$ cat config.mk
export PLATFORM = sky130hd
export DESIGN_NAME = xfer_addr_seq
export DESIGN_NICKNAME = d
export VERILOG_FILES = /design/src/rtl/xfer_seq_pkg.sv /design/src/rtl/xfer_addr_step.sv /design/src/rtl/xfer_len_count.sv /design/src/rtl/xfer_irq_flag.sv /design/src/rtl/xfer_addr_seq.sv
export SDC_FILE = /design/constraint.sdc
export NUM_CORES = 1
export LEC_CHECK = 0
export BUFFER_PORTS_ARGS = -buffer_cell sky130_fd_sc_hd__buf_2
export CORE_MARGIN = 5
export CORE_UTILIZATION = 46
export DETAILED_ROUTE_END_ITERATION = 8
export GPL_ROUTABILITY_DRIVEN = 0
export HOLD_SLACK_MARGIN = 0.15
export PLACE_DENSITY_LB_ADDON = 0.3
export SETUP_SLACK_MARGIN = 0.5
export SYNTH_ARGS = -nofsm -noshare
export SYNTH_HDL_FRONTEND = slang
export SYNTH_SLANG_ARGS = --single-unit
export TNS_END_PERCENT = 5
$ cat constraint.sdc
create_clock -name clk -period 5.1 [get_ports clk]
set_clock_uncertainty 0.1 [all_clocks]
set_input_delay 0.255 -clock clk [delete_from_list [all_inputs] [get_ports clk]]
set_output_delay 0.255 -clock clk [all_outputs]
set_load 0.01 [all_outputs]
$ cat src/rtl/xfer_seq_pkg.sv
package xfer_seq_pkg;

    typedef enum logic [1:0] {
        AM_HOLD = 2'b00,
        AM_INC1 = 2'b01,
        AM_INC2 = 2'b10,
        AM_DEC1 = 2'b11
    } addr_mode_e;

    typedef enum logic [1:0] {
        PH_IDLE = 2'd0,
        PH_LEN  = 2'd1,
        PH_XFER = 2'd2
    } phase_e;

    typedef struct packed {
        logic [1:0] src_mode;
        logic [1:0] dst_mode;
        logic       word_xfer;
        logic       len8_sel;
        logic       irq_mask;
    } chan_cfg_t;

    localparam int N_SIDES = 2;
    localparam int SIDE_SRC = 0;
    localparam int SIDE_DST = 1;

    // signed per-transfer delta for a mode code
    function automatic logic signed [2:0] mode_delta(input logic [1:0] m);
        case (addr_mode_e'(m))
            AM_INC1: return 3'sd1;
            AM_INC2: return 3'sd2;
            AM_DEC1: return -3'sd1;
            default: return 3'sd0;
        endcase
    endfunction

endpackage

$ cat src/rtl/xfer_addr_step.sv
module xfer_addr_step
    import xfer_seq_pkg::*;
#(
    parameter int AW = 16
) (
    input  logic          clk,
    input  logic          rst,
    input  logic          load,
    input  logic [AW-1:0] base,
    input  logic [1:0]    mode,
    input  logic          adv,
    output logic [AW-1:0] ptr
);
    logic signed [2:0] delta;
    logic [AW-1:0]     delta_ext;

    always_comb begin
        delta     = mode_delta(mode);
        delta_ext = {{(AW-3){delta[2]}}, delta};
    end

    always_ff @(posedge clk) begin
        if (rst)       ptr <= '0;
        else if (load) ptr <= base;
        else if (adv)  ptr <= ptr + delta_ext;
    end

    assert_hold_mode_R2: assert property (@(posedge clk) disable iff (rst)
        (adv && !load && mode == 2'b00) |=> $stable(ptr));

    assert_idle_still_R9: assert property (@(posedge clk) disable iff (rst)
        (!adv && !load) |=> $stable(ptr));
endmodule

$ cat src/rtl/xfer_len_count.sv
module xfer_len_count #(
    parameter int CW = 13
) (
    input  logic          clk,
    input  logic          rst,
    input  logic          load,
    input  logic [CW-1:0] load_val,
    input  logic          dec,
    output logic          one_left
);
    logic [CW-1:0] rem_q;

    always_ff @(posedge clk) begin
        if (rst)       rem_q <= '0;
        else if (load) rem_q <= load_val;
        else if (dec)  rem_q <= rem_q - 1'b1;
    end

    assign one_left = (rem_q == CW'(1));

    assert_no_underflow_R3: assert property (@(posedge clk) disable iff (rst)
        (dec && !load) |-> (rem_q != '0));
endmodule

$ cat src/rtl/xfer_irq_flag.sv
module xfer_irq_flag (
    input  logic clk,
    input  logic rst,
    input  logic set,
    input  logic clr,
    output logic flag
);
    always_ff @(posedge clk) begin
        if (rst)      flag <= 1'b0;
        else if (set) flag <= 1'b1;
        else if (clr) flag <= 1'b0;
    end

    assert_set_wins_R8: assert property (@(posedge clk) disable iff (rst)
        set |=> flag);
endmodule

$ cat src/rtl/xfer_addr_seq.sv
module xfer_addr_seq
    import xfer_seq_pkg::*;
#(
    parameter int AW = 16,
    parameter int CW = 13,
    parameter int LW = 8
) (
    input  logic          clk,
    input  logic          rst,
    input  logic          start,
    input  logic [AW-1:0] src_base,
    input  logic [AW-1:0] dst_base,
    input  logic [1:0]    src_mode,
    input  logic [1:0]    dst_mode,
    input  logic          len_var,
    input  logic [CW-1:0] len_fixed,
    input  logic          word_xfer,
    input  logic          len8_sel,
    input  logic          irq_mask,
    input  logic          irq_en,
    input  logic          irq_clr,
    input  logic          step,
    input  logic [LW-1:0] rd_data,
    output logic [AW-1:0] src_addr,
    output logic [AW-1:0] dst_addr,
    output logic          busy,
    output logic          last,
    output logic          done,
    output logic          irq_flag,
    output logic          irq_req
);
    localparam int PADW = CW - LW;

    phase_e    phase_q, phase_d;
    chan_cfg_t cfg_q;
    logic      start_ok, len_step, xfer_step, cnt_last, finish, zero_fixed, zero_var;
    logic      cnt_load, fin_mask;
    logic [LW-1:0] var_len;
    logic [CW-1:0] cnt_val;
    logic [AW-1:0] side_base [N_SIDES];
    logic [1:0]    side_mode [N_SIDES];
    logic          side_adv  [N_SIDES];
    logic [AW-1:0] side_ptr  [N_SIDES];

    always_comb begin
        start_ok   = start && (phase_q == PH_IDLE);
        len_step   = step && (phase_q == PH_LEN);
        xfer_step  = step && (phase_q == PH_XFER);
        var_len    = (cfg_q.word_xfer || cfg_q.len8_sel) ? rd_data
                                                         : {1'b0, rd_data[LW-2:0]};
        zero_fixed = (len_fixed == '0);
        zero_var   = (var_len == '0);
        cnt_load   = (start_ok && !len_var) || len_step;
        cnt_val    = start_ok ? len_fixed : {{PADW{1'b0}}, var_len};
        finish     = (start_ok && !len_var && zero_fixed) || (len_step && zero_var)
                   || (xfer_step && cnt_last);
        fin_mask   = start_ok ? irq_mask : cfg_q.irq_mask;

        phase_d = phase_q;
        case (phase_q)
            PH_IDLE: if (start_ok)
                         phase_d = len_var ? PH_LEN : (zero_fixed ? PH_IDLE : PH_XFER);
            PH_LEN:  if (len_step)
                         phase_d = zero_var ? PH_IDLE : PH_XFER;
            PH_XFER: if (xfer_step && cnt_last)
                         phase_d = PH_IDLE;
            default: phase_d = PH_IDLE;
        endcase
    end

    always_ff @(posedge clk) begin
        if (rst) begin
            phase_q <= PH_IDLE;
            cfg_q   <= '0;
            done    <= 1'b0;
        end else begin
            phase_q <= phase_d;
            done    <= finish;
            if (start_ok)
                cfg_q <= '{src_mode: src_mode, dst_mode: dst_mode, word_xfer: word_xfer,
                           len8_sel: len8_sel, irq_mask: irq_mask};
        end
    end

    always_comb begin
        side_base[SIDE_SRC] = src_base;
        side_base[SIDE_DST] = dst_base;
        side_mode[SIDE_SRC] = cfg_q.src_mode;
        side_mode[SIDE_DST] = cfg_q.dst_mode;
        side_adv[SIDE_SRC]  = len_step || xfer_step;
        side_adv[SIDE_DST]  = xfer_step;
    end

    for (genvar s = 0; s < N_SIDES; s++) begin : g_side
        xfer_addr_step #(.AW(AW)) u_step (
            .clk  (clk),
            .rst  (rst),
            .load (start_ok),
            .base (side_base[s]),
            .mode (side_mode[s]),
            .adv  (side_adv[s]),
            .ptr  (side_ptr[s])
        );
    end

    xfer_len_count #(.CW(CW)) u_cnt (
        .clk      (clk),
        .rst      (rst),
        .load     (cnt_load),
        .load_val (cnt_val),
        .dec      (xfer_step),
        .one_left (cnt_last)
    );

    xfer_irq_flag u_irq (
        .clk  (clk),
        .rst  (rst),
        .set  (finish && fin_mask),
        .clr  (irq_clr),
        .flag (irq_flag)
    );

    assign src_addr = side_ptr[SIDE_SRC];
    assign dst_addr = side_ptr[SIDE_DST];
    assign busy     = (phase_q != PH_IDLE);
    assign last     = (phase_q == PH_XFER) && cnt_last;
    assign irq_req  = irq_flag && irq_en;

    assert_last_in_xfer_R3: assert property (@(posedge clk) disable iff (rst)
        last |-> busy);
    assert_done_idle_R4: assert property (@(posedge clk) disable iff (rst)
        done |-> !busy);
    assert_req_needs_flag_R8: assert property (@(posedge clk) disable iff (rst)
        irq_req |-> irq_flag);
    assert_start_ignored_R9: assert property (@(posedge clk) disable iff (rst)
        (busy && !step) |=> ($stable(src_addr) && $stable(dst_addr)));
    assert_len_src_only_R5: assert property (@(posedge clk) disable iff (rst)
        (len_step) |=> $stable(dst_addr));
endmodule

==> results.md, run 1 <==
* Maximum fanout along the worst path at 33
* XOR/XNOR Fraction of Synth Area at 3.26%
* Req. time, crit path at 5.26 ns
* Reg2Reg Depth at 5
* Final wirelength at 12300 um
* Largest family of logic cells by synthesized area: simple AND/OR/NAND/NOR gates
* Crit path from: phase_q[1]
* Post-Synth Adder-Cell Area at 2.86%
* Post-synthesis sequential area ratio at 27.9%
* Grt ovf at 0
* Clock transition at path regs at 0.11 ns
* Post-DP HPWL at 8710 um
* First-pass DRT Iterations at 5
* Fin crit period at 3.04 ns
* Std cell rows at 34
* Setup TNS at 0 ns
* Max Freq at 329 MHz
* Pwr per Cell Area at 240 mW/mm^2
* Worst vdd ir at 0.142 mV
* CTS tree: yes
* TritonCTS Sinks at 56
* Critical path class: reg2reg
* Biggest area consumer among synthesized cells: dfxtp_1
* Rel. slew slack at 21.6%
* Port bufs at 103
* Syn_nets at 609
* Die width at 104 um
* FF-to-FF setup slack at 2.06 ns
* CTS Hold Buffers Added at 29
* Final Hold Vio Count at 0
* Total Routing Usage GR at 21.7%
* Final nets at 701
* Cell count after synthesis at 534
* Core Region at 0.00864 sq mm
* R2r startpoint: phase_q[1]
* Post-CTS setup buffer count at 0
* Initial antenna violation count at 0
* Worst-case clock buffer depth at 2
* # setup viols final at 0
* Layout area overhead at 21.0%
* Status: complete, no violations
* RSZ-0062 raised after global routing: no
* Drt drc at 0
* Synth async-reset ratio at 0%
* Area contributors post-synth: dfxtp_1 28%, nand2_1 5.3%, nor2_1 4.0%
* Average cell area after synthesis at 7.54 sq um
* Ant diodes at 0
* Maxcap violations at 0
* Initial DRC count at 362
* Num CTS Buffers at 5
* Post_cts resized at 0
* Initial core utilization at 46.6%
* Leakage at 1.95 nW
* Ports at 104
* Post-Synth Simple-Gate Area at 33.3%
* Yosys cell types at 69
* Crit path arrival time at 3.20 ns
* Die Span Y at 104 um
* Crit path launch type: register
* Synth Cell Area at 0.00403 sq mm
* Vias per cell at 6.12
* Vias post-DR at 4501
* Layout cell share with drive strength beyond 1 at 19.9%
* Fin crit share at 59.6%
* EDFF count, synth at 0
* Most used DFF post-synth: dfxtp_1
* Least-Margin Pin Slew at 1.17 ns
* # fillers at 812
* Final Max Slew Viols at 0
* Die area at 0.0107 sq mm
* Multiplexer area fraction after synthesis at 1.80%
* CTS H-tree depth at 2
* Critical path capture point type: register
* Fin area at 0.00487 sq mm
* R2R Path End: u_cnt.rem_q[3]
* Min-delay worst type: in2reg
* First-pass GRT wire length at 20400 um
* Hold_sp: src_base[11]
* Hold Path Depth at 3
* Routed WL per cell at 16.7 um
* Clock Latency Late Sink at 0.31 ns
* Dpl cell area at 0.00449 sq mm
* Synth Register Bits at 56
* Number of global-route vias before repair at 4125
* Synth top area share at 27.9%
* Pin count of the biggest net entering global routing at 47
* Ys Warns at 0
* Post-route ant nets at 0
* Crit path capture: u_cnt.rem_q[3]
* CTS root buffer: clkbuf_8
* Compound-Gate Fraction of Synth Area at 25.5%
-- worst min path at each step --
stage	end	slack (ns)
finish	g_side[0].u_step.ptr[11]	0.16
global route	g_side[1].u_step.ptr[9]	0.17
CTS	g_side[1].u_step.ptr[10]	0.16
detailed placement	cfg_q[2]	0.35
global placement	cfg_q[1]	0.34
floorplan	cfg_q[1]	0.29
-- state kept, by name, indices dropped and copies added, names as in the netlist --
signal and count:
u_irq.flag 1, done 1, cfg_q 7, u_cnt.rem_q 13, phase_q 2, g_side.u_step.ptr 32
-- per-stage QoR --
step	utilization, %	setup WS [ns]	total power [W]	std cells	hold WS (ns)
CTS	56.4	2.10	0.00117	735	0.158
finish	56.4	2.06	0.00117	735	0.161
floorplan	-	2.48	0.000785	534	0.291
global placement	52.0	2.56	0.000885	698	0.341
global route	56.4	1.91	0.00124	735	0.174
detailed placement	52.0	2.47	0.000894	698	0.351
-- layout by cell type, fill, tap and decap left out, types with 11 or more instances in the layout --
cell / netlist / final
buf_2: 9 / 103
nand2_1: 57 / 57
dfxtp_1: 56 / 56
nor2_1: 43 / 43
a21oi_1: 30 / 30
dlygate4sd3_1: 0 / 29
nand3_1: 22 / 22
nand4_1: 20 / 20
a22oi_1: 20 / 20
nor3_1: 19 / 19
o21ai_0: 18 / 18
nor4_1: 16 / 16
a311oi_1: 13 / 13
xnor2_1: 13 / 13
and3_1: 12 / 12
a31oi_1: 11 / 11
-- power by group --
group          switching (W)  total [W]  internal, W
Sequential         0.0000752   0.000555     0.000480
Combinational       0.000197   0.000356     0.000159
Clock               0.000147   0.000258     0.000112
Total               0.000419    0.00117     0.000751
-- Yosys cell counts (3+ instances only) --
cell type / count
a31oi_1: 11
clkbuf_1: 37
nand2_1: 57
or3_1: 10
a22o_1: 6
buf_2: 9
nor4_1: 16
mux2i_1: 5
o21ai_0: 18
a311oi_1: 13
nand2b_1: 3
or2_2: 4
and3_1: 12
a211oi_1: 10
and2_1: 9
nand4b_1: 4
a2111o_1: 4
dfxtp_1: 56
a22oi_1: 20
nand3_1: 22
nor3_1: 19
nand4_1: 20
inv_1: 3
nor2_1: 43
or4_1: 3
a21o_1: 6
xnor2_1: 13
a21oi_1: 30
nor2b_1: 4
o22ai_1: 5
o211ai_1: 3
ha_1: 6
nand3b_1: 7
-- per-layer routing --
layer	up-vias	part of all wire, %	GRT usage, %
met2	161	45	33.7
met5	-	0	0
met3	14	6.0	3.67
met1	2109	47	31.1
li1	2217	-	-
met4	0	1.4	5.62
-- logic make-up (layout without fill, tap and decap cells) --
group / count (synthesis) / count (layout)
multiplexers: 7 / 7
AND/OR/NAND/NOR: 249 / 249
AO/OA/AOI/OAI: 147 / 147
adder cells (fa/ha/maj): 8 / 8
buffers and inverters: 52 / 145
XOR/XNOR: 15 / 15
flip-flops: 56 / 56
-- layout make-up --
type,instances,area (sq um),area share (%)
multi-input combinational,426,2690,55.3
sequential,56,1120,23.0
timing repair buffer,134,821,16.9
tap,108,135,2.77
clock buffer,8,90.1,1.85
inverter,3,11.3,0.231
-- worst max-delay path: stages (launching register included) --
cell,delay [ns]
dfxtp_1,0.47
nor3b_4,1.01
buf_4,0.47
nand2_1,0.12
a311oi_1,0.25
dlygate4sd3_1,0.57
(Power assumes the default switching activity.)
==> run 2, diff against run 1 <==
==> constraint.sdc (replaced) <==
create_clock -name clk -period 3.1 [get_ports clk]
set_clock_uncertainty 0.1 [all_clocks]
set_input_delay 0.155 -clock clk [delete_from_list [all_inputs] [get_ports clk]]
set_output_delay 0.155 -clock clk [all_outputs]
set_load 0.01 [all_outputs]
==> run 2 against run 1 <==
Effect of this change:
- clock-buffer cell count fell by 2
- die area did not move
- core utilization rose by 4.1 points
- sequential share of layout area fell by 1.5 points
- non-clock buffer count rose by 36
- routed wire length rose by 5.8%
- critical path depth rose by 2
- worst hold slack improved by 0.011 ns
- total power rose by 69%
- critical path type unchanged
- largest cell class unchanged
==> results.md, run 2 (synthesis gave the netlist of run 1 again) <==
* Status: complete, no violations (unchanged)
* Core Region at 0.00864 sq mm (unchanged)
* CP Cell Sequence: ha_1 -> fa_2 -> and3_1 -> and3_1 -> or3_1 -> a2111o_1 -> a31oi_1 (was nor3b_4 -> buf_4 -> nand2_1 -> a311oi_1 -> dlygate4sd3_1)
* Rel. slew slack at 57.6% (was 21.6%)
* CTS root buffer: clkbuf_8 (unchanged)
* Crit path arrival time at 2.75 ns (was 3.20 ns)
* Ant diodes at 0 (unchanged)
* Num CTS Buffers at 5 (unchanged)
* Initial DRC count at 398 (was 362)
* Busiest grt layer: met2 (unchanged)
* Final wirelength at 13000 um (was 12300 um)
* Clock transition at path regs at 0.10 ns (was 0.11 ns)
* Regs by FF count: g_side.u_step.ptr x32, u_cnt.rem_q x13, cfg_q x7 (unchanged)
* Largest register FFs at 32 (unchanged)
* Max Freq at 384 MHz (was 329 MHz)
* RSZ-0062 raised after global routing: yes (was no)
* Met2 Use GR at 36.5% (was 33.7%)
* CTS tree: yes (unchanged)
* Std cell rows at 34 (unchanged)
* Layout cell share with drive strength beyond 1 at 20.5% (was 19.9%)
* Pwr per Cell Area at 379 mW/mm^2 (was 240 mW/mm^2)
* Vias per cell at 6.11 (was 6.12)
* Critical path class: reg2reg (unchanged)
* Die area at 0.0107 sq mm (unchanged)
* Slowest CP cell: fa_2 (was nor3b_4)
* Most common cell after layout, fill and taps aside: buf_2 (unchanged)
* Final Hold Vio Count at 0 (unchanged)
* Final core utilization at 60.5% (was 56.4%)
* Hold WS at 0.173 ns (was 0.161 ns)
* Min-delay worst type: in2reg (unchanged)
* Met1 usage at 32.5% (was 31.1%)
* Initial core utilization at 46.6% (unchanged)
* Fin crit period at 2.61 ns (was 3.04 ns)
* Post-route ant nets at 0 (unchanged)
* Worst-case clock buffer depth at 2 (unchanged)
* Die Span Y at 104 um (unchanged)
* Final Max Slew Viols at 0 (unchanged)
* Placed Cells at 705 (was 698)
* Fin crit share at 84.0% (was 59.6%)
* Crit path launch type: register (unchanged)
* First-pass DRT Iterations at 5 (unchanged)
* Routed WL per cell at 16.8 um (was 16.7 um)
* Vias post-DR at 4711 (was 4501)
* Final nets at 737 (was 701)
* Grt ovf at 0 (unchanged)
* Non-filler cells, final at 771 (was 735)
* CP most frequent cell: and3_1
* Slack of the critical path at 0.495 ns (was 2.06 ns)
* Die width at 104 um (unchanged)
* # setup viols final at 0 (unchanged)
* Req. time, crit path at 3.24 ns (was 5.26 ns)
* Worst vdd ir at 0.210 mV (was 0.142 mV)
* Crit-path max cell delay at 0.42 ns (was 1.01 ns)
* Reg with most FFs: g_side.u_step.ptr (unchanged)
* Setup TNS at 0 ns (unchanged)
* Ports at 104 (unchanged)
* Layout area overhead at 29.9% (was 21.0%)
* Least-Margin Pin Slew at 0.636 ns (was 1.17 ns)
* Post-DP HPWL at 8820 um (was 8710 um)
* Maximum fanout along the worst path at 7 (was 33)
* Met3 Track Usage GR at 4.10% (was 3.67%)
* Leakage at 2.09 nW (was 1.95 nW)
* Critical path capture point type: register (unchanged)
* First-pass GRT wire length at 21500 um (was 20400 um)
* Pin count of the biggest net entering global routing at 35 (was 47)
* Number of global-route vias before repair at 4453 (was 4125)
* Initial antenna violation count at 0 (unchanged)
* TritonCTS Sinks at 56 (unchanged)
* Maxcap violations at 0 (unchanged)
* Commonest non-fill, non-tap cells in the layout: 103 x buf_2, 58 x dlygate4sd3_1, 57 x nand2_1 (was 103 x buf_2, 57 x nand2_1, 56 x dfxtp_1)
* # fillers at 772 (was 812)
* Total Routing Usage GR at 23.1% (was 21.7%)
* Post-place setup slack at 0.548 ns (was 2.47 ns)
* Clock Latency Late Sink at 0.31 ns (about the same)
* Port bufs at 103 (unchanged)
* Drt drc at 0 (unchanged)
* CTS H-tree depth at 2 (unchanged)
run 2: changes by cell type in the layout (fill, tap and decap cells not counted), sizes merged:
cell / before / now
dlygate4sd3: 29 / 58
clkinvlp: 0 / 2
clkbuf: 8 / 6
buf: 105 / 112
run 2: worst paths after layout:
path / from / to / slack [ns] / depth (start not counted)
max reg2reg: cfg_q[5] / g_side[0].u_step.ptr[14] / 0.49 / 7
min: dst_base[3] / g_side[1].u_step.ptr[3] / 0.17 / 4
max: cfg_q[5] / g_side[0].u_step.ptr[14] / 0.49 / 7
min reg2reg: cfg_q[1] / cfg_q[1] / 0.36 / 2
run 2: per-layer routing:
layer | up-vias | wire length (um)
li1 | 2281 | -
met1 | 2205 | 5810
met2 | 204 | 5950
met3 | 21 | 986
met4 | 0 | 229
met5 | - | 0
run 2: critical path: cells and delay by family, from the launching register on:
family          cells  cell delay [ns]
compound gates      2             0.52
simple gates        3             0.87
fa+ha+maj           2             0.66
flops               1             0.38
run 2: through the flow:
step,cell area (sq um),power [W]
floorplan,4030,0.00129
global placement,4550,0.00147
detailed placement,4550,0.00148
CTS,5220,0.00198
global route,5230,0.00210
finish,5230,0.00198
run 2: layout make-up:
type,count,area [sq um],share of cell area (%)
Sequential cell,56,1120,21.5
Tap cell,108,135,2.58
Clock buffer,6,82.6,1.58
Inverter,3,11.3,0.215
Clock inverter,2,15.0,0.287
Timing Repair Buffer,170,1160,22.3
Multi-Input combinational cell,426,2700,51.6
run 2: what timing repair did:
action,4_1_cts,5_1_grt
hold buffers,58,0
endpoints found under the setup margin,0,8
buffers inserted,0,0
hold endpoints to repair,50,0
resized for setup,0,2
run 2: where the power goes:
part           internal, W  switching, W  total, W  leakage, nW
Sequential        0.000790      0.000125  0.000915        0.461
Clock             0.000182      0.000252  0.000434       0.0434
Combinational     0.000296      0.000335  0.000630         1.59
==> run 3, diff against run 2 <==
--- a/config.mk
+++ b/config.mk
@@ -5,6 +5,7 @@
 export SDC_FILE = /design/constraint.sdc
 export NUM_CORES = 1
 export LEC_CHECK = 0
+export ABC_AREA = 1
 export BUFFER_PORTS_ARGS = -buffer_cell sky130_fd_sc_hd__buf_2
 export CORE_MARGIN = 5
 export CORE_UTILIZATION = 46
==> constraint.sdc (replaced) <==
create_clock -name clk -period 2.2 [get_ports clk]
set_clock_uncertainty 0.1 [all_clocks]
set_input_delay 0.11 -clock clk [delete_from_list [all_inputs] [get_ports clk]]
set_output_delay 0.11 -clock clk [all_outputs]
set_load 0.01 [all_outputs]
==> run 3 against run 2 <==
Effect of this change:
- design area up 36%
- area after synthesis up 24%
- setup slack worse by 0.21 ns
- non-clock buffer count up 32
- core utilization up 6.0 points
- routed wire length up 35%
- global-route usage up 0.62 points
- clock power up 66%
- largest power group is now combinational logic
==> results.md, run 3 <==
* Initial DRC count at 501 (was 398)
* Largest register FFs at 32 (unchanged)
* Most common cell after layout, fill and taps aside: nand2_1 (was buf_2)
* Number of global-route vias before repair at 5605 (was 4453)
* Die area at 0.0130 sq mm (was 0.0107 sq mm)
* Most used DFF post-synth: dfxtp_1 (unchanged)
* Largest family of logic cells by synthesized area: simple AND/OR/NAND/NOR gates (unchanged)
* First-pass DRT Iterations at 6 (was 5)
* Layout cell share with drive strength beyond 1 at 30.2% (was 20.5%)
* CP most frequent cell: nand2_1 (was and3_1)
* Slowest CP cell: dfxtp_4 (was fa_2)
* Crit path launch type: register (unchanged)
* Ant diodes at 0 (unchanged)
* Worst vdd ir at 0.358 mV (was 0.210 mV)
* Synth async-reset ratio at 0% (unchanged)
* Post-place setup slack at 0.196 ns (was 0.548 ns)
* Cell count after synthesis at 841 (was 534)
* # fillers at 918 (was 772)
* Num CTS Buffers at 5 (unchanged)
* Critical path capture point type: register (unchanged)
* CP Cell Sequence: buf_12 -> buf_16 -> nand3_1 -> nand2_1 -> inv_1 -> nand2_1 -> inv_1 -> nand2_2 -> nand2_1 -> nand2_1 -> nand2_1 -> nand3_1 -> nand2_1 -> a21oi_1 (was ha_1 -> fa_2 -> and3_1 -> and3_1 -> or3_1 -> a2111o_1 -> a31oi_1)
* Hold_sp: rd_data[3] (was dst_base[3])
* Final Hold Vio Count at 0 (unchanged)
* Status: complete, no violations (unchanged)
* First-pass GRT wire length at 25900 um (was 21500 um)
* Post-Synth Adder-Cell Area at 2.31% (was 2.86%)
* Vias per cell at 5.47 (was 6.11)
* R2r startpoint: cfg_q[5] (unchanged)
* Total Routing Usage GR at 23.8% (was 23.1%)
* Fin crit share at 87.0% (was 84.0%)
* Min-delay worst type: in2reg (unchanged)
* Grt ovf at 0 (unchanged)
* Initial core utilization at 46.5% (was 46.6%)
* Vias post-DR at 6348 (was 4711)
* Ys Warns at 0 (unchanged)
* Regs by FF count: g_side.u_step.ptr x32, u_cnt.rem_q x13, cfg_q x7 (unchanged)
* Synth Cell Area at 0.00497 sq mm (was 0.00403 sq mm)
* Final nets at 1094 (was 737)
* CTS root buffer: clkbuf_8 (unchanged)
* Commonest non-fill, non-tap cells in the layout: 209 x nand2_1, 103 x buf_2, 101 x inv_1 (was 103 x buf_2, 58 x dlygate4sd3_1, 57 x nand2_1)
* Commonest cells post-synth: 239 x nand2_1, 106 x inv_1, 89 x nand3_1 (was 57 x nand2_1, 56 x dfxtp_1, 43 x nor2_1)
* Initial antenna violation count at 0 (unchanged)
* Area of the multi-input gates at 0.00366 sq mm (was 0.00270 sq mm)
* Area contributors post-synth: dfxtp_1 23%, nand2_1 18%, nand3_1 9.0% (was dfxtp_1 28%, nand2_1 5.3%, nor2_1 4.0%)
* Req. time, crit path at 2.36 ns (was 3.24 ns)
* TritonCTS Sinks at 56 (unchanged)
* Leakage at 3.48 nW (was 2.09 nW)
* Pwr per Cell Area at 754 mW/mm^2 (was 379 mW/mm^2)
* Worst Hold End: done (was g_side[1].u_step.ptr[3])
* Clock Latency Late Sink at 0.32 ns (was 0.31 ns)
* CTS tree: yes (unchanged)
* Slack of the critical path at 0.286 ns (was 0.495 ns)
* Setup TNS at 0 ns (unchanged)
* Die width at 114 um (was 104 um)
* Die Span Y at 114 um (was 104 um)
* Reg with most FFs: g_side.u_step.ptr (unchanged)
* Post-route ant nets at 0 (unchanged)
* Synth top area share at 22.5% (was 27.9%)
* Ports at 104 (unchanged)
* Rel. slew slack at 67.7% (was 57.6%)
* Multiplexer area fraction after synthesis at 0% (was 1.80%)
* Compound-Gate Fraction of Synth Area at 17.8% (was 25.5%)
* Synth Register Bits at 56 (unchanged)
* Reg area at 0.00114 sq mm (was 0.00112 sq mm)
* Yosys cell types at 41 (was 69)
* Routed WL per cell at 15.1 um (was 16.8 um)
* Post-synthesis sequential area ratio at 22.5% (was 27.9%)
* Post-DP HPWL at 10400 um (was 8820 um)
* Clock transition at path regs at 0.12 ns (was 0.10 ns)
* Pin count of the biggest net entering global routing at 59 (was 35)
* EDFF count, synth at 0 (unchanged)
* Syn_nets at 916 (was 609)
* Biggest area consumer among synthesized cells: dfxtp_1 (unchanged)
* Maxcap violations at 0 (unchanged)
* RSZ-0062 raised after global routing: yes (unchanged)
* R2R Path End: g_side[0].u_step.ptr[10] (was g_side[0].u_step.ptr[14])
* # setup viols final at 0 (unchanged)
* Critical path class: reg2reg (unchanged)
* Reg2Reg Depth at 14 (was 7)
* Layout area overhead at 43.0% (was 29.9%)
* FF-to-FF setup slack at 0.29 ns (was 0.49 ns)
* CTS H-tree depth at 2 (unchanged)
* Average cell area after synthesis at 5.92 sq um (was 7.54 sq um)
* Fin crit period at 1.91 ns (was 2.61 ns)
* Worst-case clock buffer depth at 2 (unchanged)
* Post-Synth Simple-Gate Area at 41.1% (was 33.3%)
* Std cell rows at 38 (was 34)
* Crit-path max cell delay at 0.44 ns (was 0.42 ns)
* Final Max Slew Viols at 0 (unchanged)
* Hold Path Depth at 6 (was 4)
* Dpl cell area at 0.00558 sq mm (was 0.00455 sq mm)
* Core Region at 0.0107 sq mm (was 0.00864 sq mm)
* Fin area at 0.00711 sq mm (was 0.00523 sq mm)
* Maximum fanout along the worst path at 8 (was 7)
* Port bufs at 103 (unchanged)
* Max Freq at 523 MHz (was 384 MHz)
* Final wirelength at 17600 um (was 13000 um)
* Top-count cell post-synth: nand2_1 (unchanged)
* Drt drc at 0 (unchanged)
* XOR/XNOR Fraction of Synth Area at 2.64% (was 3.26%)
* Least-Margin Pin Slew at 0.479 ns (was 0.636 ns)
* Crit path arrival time at 2.07 ns (was 2.75 ns)
[run 3: cell count changes after synthesis, moves of 11 or more]
cell	delta
nand2_1	+182
inv_1	+103
nand3_1	+67
o21ai_0	+43
nand2_2	+28
clkbuf_1	-26
a22oi_1	-20
nor2_1	+20
nor3_1	-15
nand4_1	-14
a311oi_1	-13
nor4_1	-13
and3_1	-12
inv_2	+11
[run 3: where the power goes]
part           total, W  switching (W)  internal [W]
registers       0.00155       0.000300       0.00125
clock network  0.000722       0.000382      0.000340
logic           0.00310        0.00187       0.00123
[run 3: worst max-delay path, delay by kind of cell, from the launching register on]
| kind | cells | cell delay (ns) |
|---|---|---|
| AO/OA/AOI/OAI | 1 | 0.13 |
| AND/OR/NAND/NOR | 9 | 0.82 |
| buffers and inverters | 4 | 0.34 |
| flip-flops | 1 | 0.44 |
[run 3: final cells by class]
type | count | area share [%]
clock buffers | 6 | 1.02
repair buffers | 202 | 22.1
well taps | 140 | 2.46
flip-flops and latches | 56 | 16.0
multi-input cells | 637 | 51.5
inverters | 117 | 6.40
clock inverters | 2 | 0.492
[run 3: worst max-delay path by stage]
| stage | endpoint | slack [ns] | from | cells after the start |
|---|---|---|---|---|
| after floorplan | g_side[0].u_step.ptr[8] | 0.22 | cfg_q[5] | 12 |
| after global placement | g_side[1].u_step.ptr[14] | 0.22 | cfg_q[4] | 12 |
| after detailed placement | g_side[1].u_step.ptr[14] | 0.20 | cfg_q[4] | 12 |
| after CTS | g_side[0].u_step.ptr[8] | 0.39 | cfg_q[5] | 9 |
| after global routing | g_side[0].u_step.ptr[8] | 0.19 | cfg_q[5] | 11 |
| final | g_side[0].u_step.ptr[10] | 0.29 | cfg_q[5] | 14 |
[run 3: timing repair]
action,4_1_cts,5_1_grt
gates cloned,3,6
hold buffers,56,0
pin swaps,16,41
resized for setup,41,87
endpoints found under the setup margin,40,49
setup buffers,16,9
hold endpoints to repair,52,0
[run 3: stage by stage]
step	power, W	std cells	util [%]	hold slack [ns]
after floorplan	0.00328	841	-	0.145
after global placement	0.00388	1062	52.2	0.236
after detailed placement	0.00389	1062	52.2	0.250
after CTS	0.00492	1145	61.8	0.152
after global routing	0.00576	1160	66.5	0.218
final	0.00536	1160	66.5	0.170
[run 3: kinds of logic (layout without fill, tap and decap cells)]
| family | count (synthesis) | in the layout |
|---|---|---|
| buffers and inverters | 153 | 327 |
| adders and majority gates | 8 | 8 |
| AOI/OAI and AO/OA | 153 | 153 |
| DFF | 56 | 56 |
| xor gates and xnor gates | 15 | 15 |
| and+or+nand+nor | 456 | 461 |
[run 3: routing by layer]
layer / global-route usage [%] / share of wire (%) / wire length, um / up-vias
li1: - / - / - / 3072
met1: 31.6 / 41 / 7280 / 2880
met2: 40.7 / 47 / 8310 / 334
met3: 2.92 / 8.0 / 1400 / 62
met4: 6.18 / 3.2 / 570 / 0
met5: 0 / 0 / 0 / -
